## src/rtl/rtc_alarm_pkg.sv

```systemverilog
package rtc_alarm_pkg;
    localparam int YEAR_W  = 12;
    localparam int MON_W   = 4;
    localparam int DAY_W   = 5;
    localparam int WDAY_W  = 3;
    localparam int HOUR_W  = 5;
    localparam int MIN_W   = 6;
    localparam int SEC_W   = 6;
    localparam int NFIELDS = 7;
    localparam int ARM_LAT = 2;

    // Field enable bit positions
    localparam int F_SEC   = 0;
    localparam int F_MIN   = 1;
    localparam int F_HOUR  = 2;
    localparam int F_WDAY  = 3;
    localparam int F_DAY   = 4;
    localparam int F_MON   = 5;
    localparam int F_YEAR  = 6;

    typedef struct packed {
        logic [YEAR_W-1:0] year;
        logic [MON_W-1:0]  month;
        logic [DAY_W-1:0]  day;
        logic [WDAY_W-1:0] wday;
        logic [HOUR_W-1:0] hour;
        logic [MIN_W-1:0]  min;
        logic [SEC_W-1:0]  sec;
    } cal_t;
endpackage

```

## src/rtl/rtc_alarm_cmp.sv

```systemverilog
module rtc_alarm_cmp
    import rtc_alarm_pkg::*;
(
    input  cal_t               live_i,
    input  cal_t               alarm_i,
    input  logic [NFIELDS-1:0] fld_en_i,
    output logic               match_o
);
    logic [NFIELDS-1:0] eq;
    logic [NFIELDS-1:0] hit;

    always_comb begin
        eq         = '0;
        eq[F_SEC]  = (live_i.sec   == alarm_i.sec);
        eq[F_MIN]  = (live_i.min   == alarm_i.min);
        eq[F_HOUR] = (live_i.hour  == alarm_i.hour);
        eq[F_WDAY] = (live_i.wday  == alarm_i.wday);
        eq[F_DAY]  = (live_i.day   == alarm_i.day);
        eq[F_MON]  = (live_i.month == alarm_i.month);
        eq[F_YEAR] = (live_i.year  == alarm_i.year);
    end

    // a disabled field always counts as a hit
    for (genvar i = 0; i < NFIELDS; i++) begin : g_hit
        assign hit[i] = ~fld_en_i[i] | eq[i];
    end

    assign match_o = &hit;
endmodule

```

## src/rtl/rtc_alarm_arm.sv

```systemverilog
module rtc_alarm_arm
    import rtc_alarm_pkg::*;
(
    input  logic clk,
    input  logic rst_n,
    input  logic match_en_i,
    output logic armed_o
);
    typedef struct packed {
        logic [ARM_LAT-1:0] pipe;
    } arm_state_t;

    arm_state_t st_d, st_q;

    always_comb begin
        st_d = st_q;
        st_d.pipe = {st_q.pipe[ARM_LAT-2:0], match_en_i};
    end

    always_ff @(posedge clk or negedge rst_n) begin
        if (!rst_n) st_q <= '0;
        else        st_q <= st_d;
    end

    assign armed_o = st_q.pipe[ARM_LAT-1];
endmodule

```

## src/rtl/rtc_alarm_irq.sv

```systemverilog
module rtc_alarm_irq (
    input  logic clk,
    input  logic rst_n,
    input  logic armed_i,
    input  logic match_i,
    input  logic int_en_i,
    input  logic int_force_i,
    output logic raw_o,
    output logic status_o,
    output logic irq_o
);
    typedef struct packed {
        logic raw;
        logic irq;
        logic ran;
    } irq_state_t;

    irq_state_t st_d, st_q;
    logic       status;

    always_comb begin
        status     = (st_q.raw & int_en_i) | int_force_i;
        st_d       = st_q;
        st_d.raw   = armed_i & match_i;
        st_d.irq   = status;
        st_d.ran   = 1'b1;
    end

    always_ff @(posedge clk or negedge rst_n) begin
        if (!rst_n) st_q <= '0;
        else        st_q <= st_d;
    end

    assign raw_o    = st_q.raw;
    assign status_o = status;
    assign irq_o    = st_q.irq;


    no_raw_unarmed_chk: assert property (@(posedge clk) disable iff (!rst_n)
        !armed_i |=> !raw_o);

    mismatch_clears_chk: assert property (@(posedge clk) disable iff (!rst_n)
        (armed_i && !match_i) |=> !raw_o);

    force_status_chk: assert property (@(posedge clk) disable iff (!rst_n)
        int_force_i |-> status_o);

    irq_follow_chk: assert property (@(posedge clk) disable iff (!rst_n)
        st_q.ran |-> (irq_o == $past(status_o)));
endmodule

```

## src/rtl/rtc_alarm_match_unit.sv

```systemverilog
module rtc_alarm_match_unit
    import rtc_alarm_pkg::*;
(
    input  logic               clk,
    input  logic               rst_n,
    input  logic [YEAR_W-1:0]  live_year,
    input  logic [MON_W-1:0]   live_month,
    input  logic [DAY_W-1:0]   live_day,
    input  logic [WDAY_W-1:0]  live_wday,
    input  logic [HOUR_W-1:0]  live_hour,
    input  logic [MIN_W-1:0]   live_min,
    input  logic [SEC_W-1:0]   live_sec,
    input  logic [YEAR_W-1:0]  alm_year,
    input  logic [MON_W-1:0]   alm_month,
    input  logic [DAY_W-1:0]   alm_day,
    input  logic [WDAY_W-1:0]  alm_wday,
    input  logic [HOUR_W-1:0]  alm_hour,
    input  logic [MIN_W-1:0]   alm_min,
    input  logic [SEC_W-1:0]   alm_sec,
    input  logic [NFIELDS-1:0] fld_en,
    input  logic               match_en,
    input  logic               int_en,
    input  logic               int_force,
    output logic               match_armed,
    output logic               irq_raw,
    output logic               irq_status,
    output logic               irq
);
    cal_t live, alarm;
    logic match;

    assign live  = '{year: live_year, month: live_month, day: live_day, wday: live_wday,
                     hour: live_hour, min: live_min, sec: live_sec};
    assign alarm = '{year: alm_year, month: alm_month, day: alm_day, wday: alm_wday,
                     hour: alm_hour, min: alm_min, sec: alm_sec};

    rtc_alarm_cmp u_cmp (
        .live_i   (live),
        .alarm_i  (alarm),
        .fld_en_i (fld_en),
        .match_o  (match)
    );

    rtc_alarm_arm u_arm (
        .clk        (clk),
        .rst_n      (rst_n),
        .match_en_i (match_en),
        .armed_o    (match_armed)
    );

    rtc_alarm_irq u_irq (
        .clk         (clk),
        .rst_n       (rst_n),
        .armed_i     (match_armed),
        .match_i     (match),
        .int_en_i    (int_en),
        .int_force_i (int_force),
        .raw_o       (irq_raw),
        .status_o    (irq_status),
        .irq_o       (irq)
    );

    // cycles since reset, saturating, for the delay check
    logic [1:0] age_d, age_q;
    always_comb age_d = (age_q == 2'd2) ? age_q : age_q + 2'd1;
    always_ff @(posedge clk or negedge rst_n) begin
        if (!rst_n) age_q <= '0;
        else        age_q <= age_d;
    end


    arm_delay_chk: assert property (@(posedge clk) disable iff (!rst_n)
        (age_q == 2'd2) |-> (match_armed == $past(match_en, 2)));

    reset_quiet_chk: assert property (@(posedge clk) disable iff (!rst_n)
        (age_q == 2'd0) |-> (!match_armed && !irq_raw && !irq));
endmodule

```

## config.mk

```make
export PLATFORM = sky130hd
export DESIGN_NAME = rtc_alarm_match_unit
export DESIGN_NICKNAME = d
export VERILOG_FILES = /design/src/rtl/rtc_alarm_pkg.sv /design/src/rtl/rtc_alarm_cmp.sv /design/src/rtl/rtc_alarm_arm.sv /design/src/rtl/rtc_alarm_irq.sv /design/src/rtl/rtc_alarm_match_unit.sv
export SDC_FILE = /design/constraint.sdc
export NUM_CORES = 1
export LEC_CHECK = 0
export ABC_AREA = 0
export BUFFER_PORTS_ARGS = -buffer_cell sky130_fd_sc_hd__buf_2
export CAP_MARGIN = 10
export CORE_MARGIN = 2
export CORE_UTILIZATION = 28
export CTS_BUF_LIST = sky130_fd_sc_hd__clkbuf_4
export DETAILED_ROUTE_END_ITERATION = 12
export HOLD_SLACK_MARGIN = 0.05
export PLACE_DENSITY = 0.85
export SETUP_SLACK_MARGIN = 0.1
export SYNTH_ARGS = -nofsm -noshare
export SYNTH_HDL_FRONTEND = slang
export SYNTH_SLANG_ARGS = --single-unit
export TNS_END_PERCENT = 100
```

## constraint.sdc

```tcl
create_clock -name clk -period 0.8 [get_ports clk]
set_input_delay 0.12 -clock clk [delete_from_list [all_inputs] [get_ports clk]]
set_output_delay 0.12 -clock clk [all_outputs]
set_load 0.05 [all_outputs]
```

==> metrics <==
Mean Syn Cell Area 9.37 µm²; drt wl/cell 10.6 µm; power density cells 870 nW/µm²; vias per cell 4.42; Clock Latency Late Sink 240 ps; routed vias 854; total wire length 2040 µm; Initial Util 0.298; Critical Path Max Stage Delay 400 ps; CP max stage cell dfrtp_2; sinks on the clock net 4; hold depth 2; maximum VDD drop 520 µV; initial antenna violation count 0; Placer Congestion 0.653; synthesis-stage register bit count 4; placed cell count 187; min-delay worst type in -> reg; crit-path cells a21o_4 > buf_6; Yosys cell types 10; CTS tree yes; core area 1980 µm²; Root Buffer Master clkbuf_4; status complete, but fails checks; failing checks negative setup slack; largest net degree at the start of global routing 5; Area Growth Syn to Fin 111%; crit path kind reg -> out; row cnt 16; GRT overflow 0; fin nets 261; Synthesized Nets 157; CP arrival 990 ps; Reg2Reg Depth 1; Area contributors post-synth xor2_1 40%, xnor2_1 21%, dfrtp_1 17%; DR pass1 iterations 3; Final Util 0.629; ANT nets after route 0; Reg clk slew, reported paths 40 ps; static leakage 0.660 nW; first-pass GRT wire length 3240 µm; Final Slew Violations 0; die area 2490 µm²; Die H 49.9 µm; Max-Cap Viols 0; Residual DRC 0; Worst EP required 680 ps; Final Hold Fails 0; PortBufs 97; Synth Cell Area 591 µm²; Inserted Clock Buffers 3; post-synthesis sequential area ratio 0.169; endpoint class of the critical path primary output; Total Routing Usage GR 0.169; initial drt markers 5; Period minus WS final 1110 ps; Setup Slack @ Placement -475 ps; Max FO, Critical Path 2; startpoint types register; Finished Layout Cells 193; Final Skew 5.62 ps; slack of the critical path -309 ps; # H-tree levels 1; # setup viols final 5; HPWL reported at the end of detailed placement 1800 µm; number of global-route vias before repair 863; commonest non-fill, non-tap cell in the layout buf_2; Syn Inst Count 63; commonest non-fill, non-tap cells in the layout 90 x buf_2, 27 x xor2_1, 11 x xnor2_1; fmax 901 MHz; Post-CTS Setup Inserts 0; unrepaired setup endpoints after global routing true; CTS Buffer Depth 2; Tightest Pin Transition 259 ps; dominant cell type by area after synthesis xor2_1; Slew HR 0.826; DIE WIDTH 49.9 µm; ANT cells 0; layout cells sized above 1 0.669; area share of the largest cell type after synthesis 0.400; fin crit share 1.39; yosys warns 0; I/O pins 98
cells in the mapped netlist:
master,count
a21o_1,1
o41ai_2,1
nand4_1,3
nand3_1,4
a211oi_2,1
xnor2_1,14
dfrtp_1,4
xor2_1,27
o31ai_1,5
nor4_1,3
stage by stage:
| step | setup TNS (ps) | instance area, µm² | total power, mW | hold slack (ps) |
|---|---|---|---|---|
| floorplan | -390 | 601 | 0.431 | -176 |
| global placement | -517 | 1120 | 0.704 | -73.8 |
| finish | -767 | 1250 | 1.09 | 61.1 |
| global route | -953 | 1250 | 1.16 | 67.2 |
| CTS | -842 | 1230 | 1.09 | 50.4 |
| detailed placement | -583 | 1120 | 0.719 | -74.0 |
flip-flops by register name, indices dropped and copies added, names as in the netlist:
name	cells
u_arm.st_q	2
u_irq.irq_o	1
u_irq.raw_o	1
critical path, delay by kind of cell, from the launching register on:
kind | cells | cell delay [ps]
flops | 1 | 400
buf+inv | 1 | 150
compound gates | 1 | 200
kinds of logic (layout without fill, tap and decap cells):
family / after synthesis / after routing / share of synthesized area
AO/OA/AOI/OAI: 8 / 8 / 0.125
AND/OR/NAND/NOR: 10 / 10 / 0.0975
flip-flops: 4 / 4 / 0.169
buffers and inverters: 0 / 103 / 0
XOR/XNOR: 41 / 41 / 0.608
where the power goes:
group	total, mW	switching (mW)	internal [mW]
combinational	0.553	0.225	0.328
clock	0.317	0.0951	0.222
sequential	0.216	0.00380	0.212
path summary, 6_finish.rpt:
check	from	endpoint	slack [ps]
worst max-delay path	u_irq.raw_o	irq_status	-310
worst min-delay path	fld_en[6]	u_irq.raw_o	60
worst max register to register	u_irq.raw_o	u_irq.irq_o	80
worst min register to register	u_arm.st_q[0]	u_arm.st_q[1]	350
max in group asynchronous	rst_n	u_irq.raw_o	440
min in group asynchronous	rst_n	u_arm.st_q[1]	240
per-layer routing:
layer,part of all wire,wire length (µm),track usage
met3,0.12,245,0.0424
met4,0.017,35,0.0972
met2,0.55,1120,0.347
met1,0.31,641,0.140
met5,0,0,0
cell type report:
class                   instances  area, µm²
well taps                      27       33.8
clock buffers                   4       30.0
multi-input cells              59        532
fillers                       176        734
repair buffers                 99        549
flip-flops and latches          4        103
timing repair:
action	in CTS	in global routing
endpoints found under the hold margin	5	0
endpoints found under the setup margin	6	6
gates cloned	0	0
resized for setup	13	2
hold buffers	2	0
pin swaps	8	2
No activity file was read; power rests on OpenSTA's default activity.
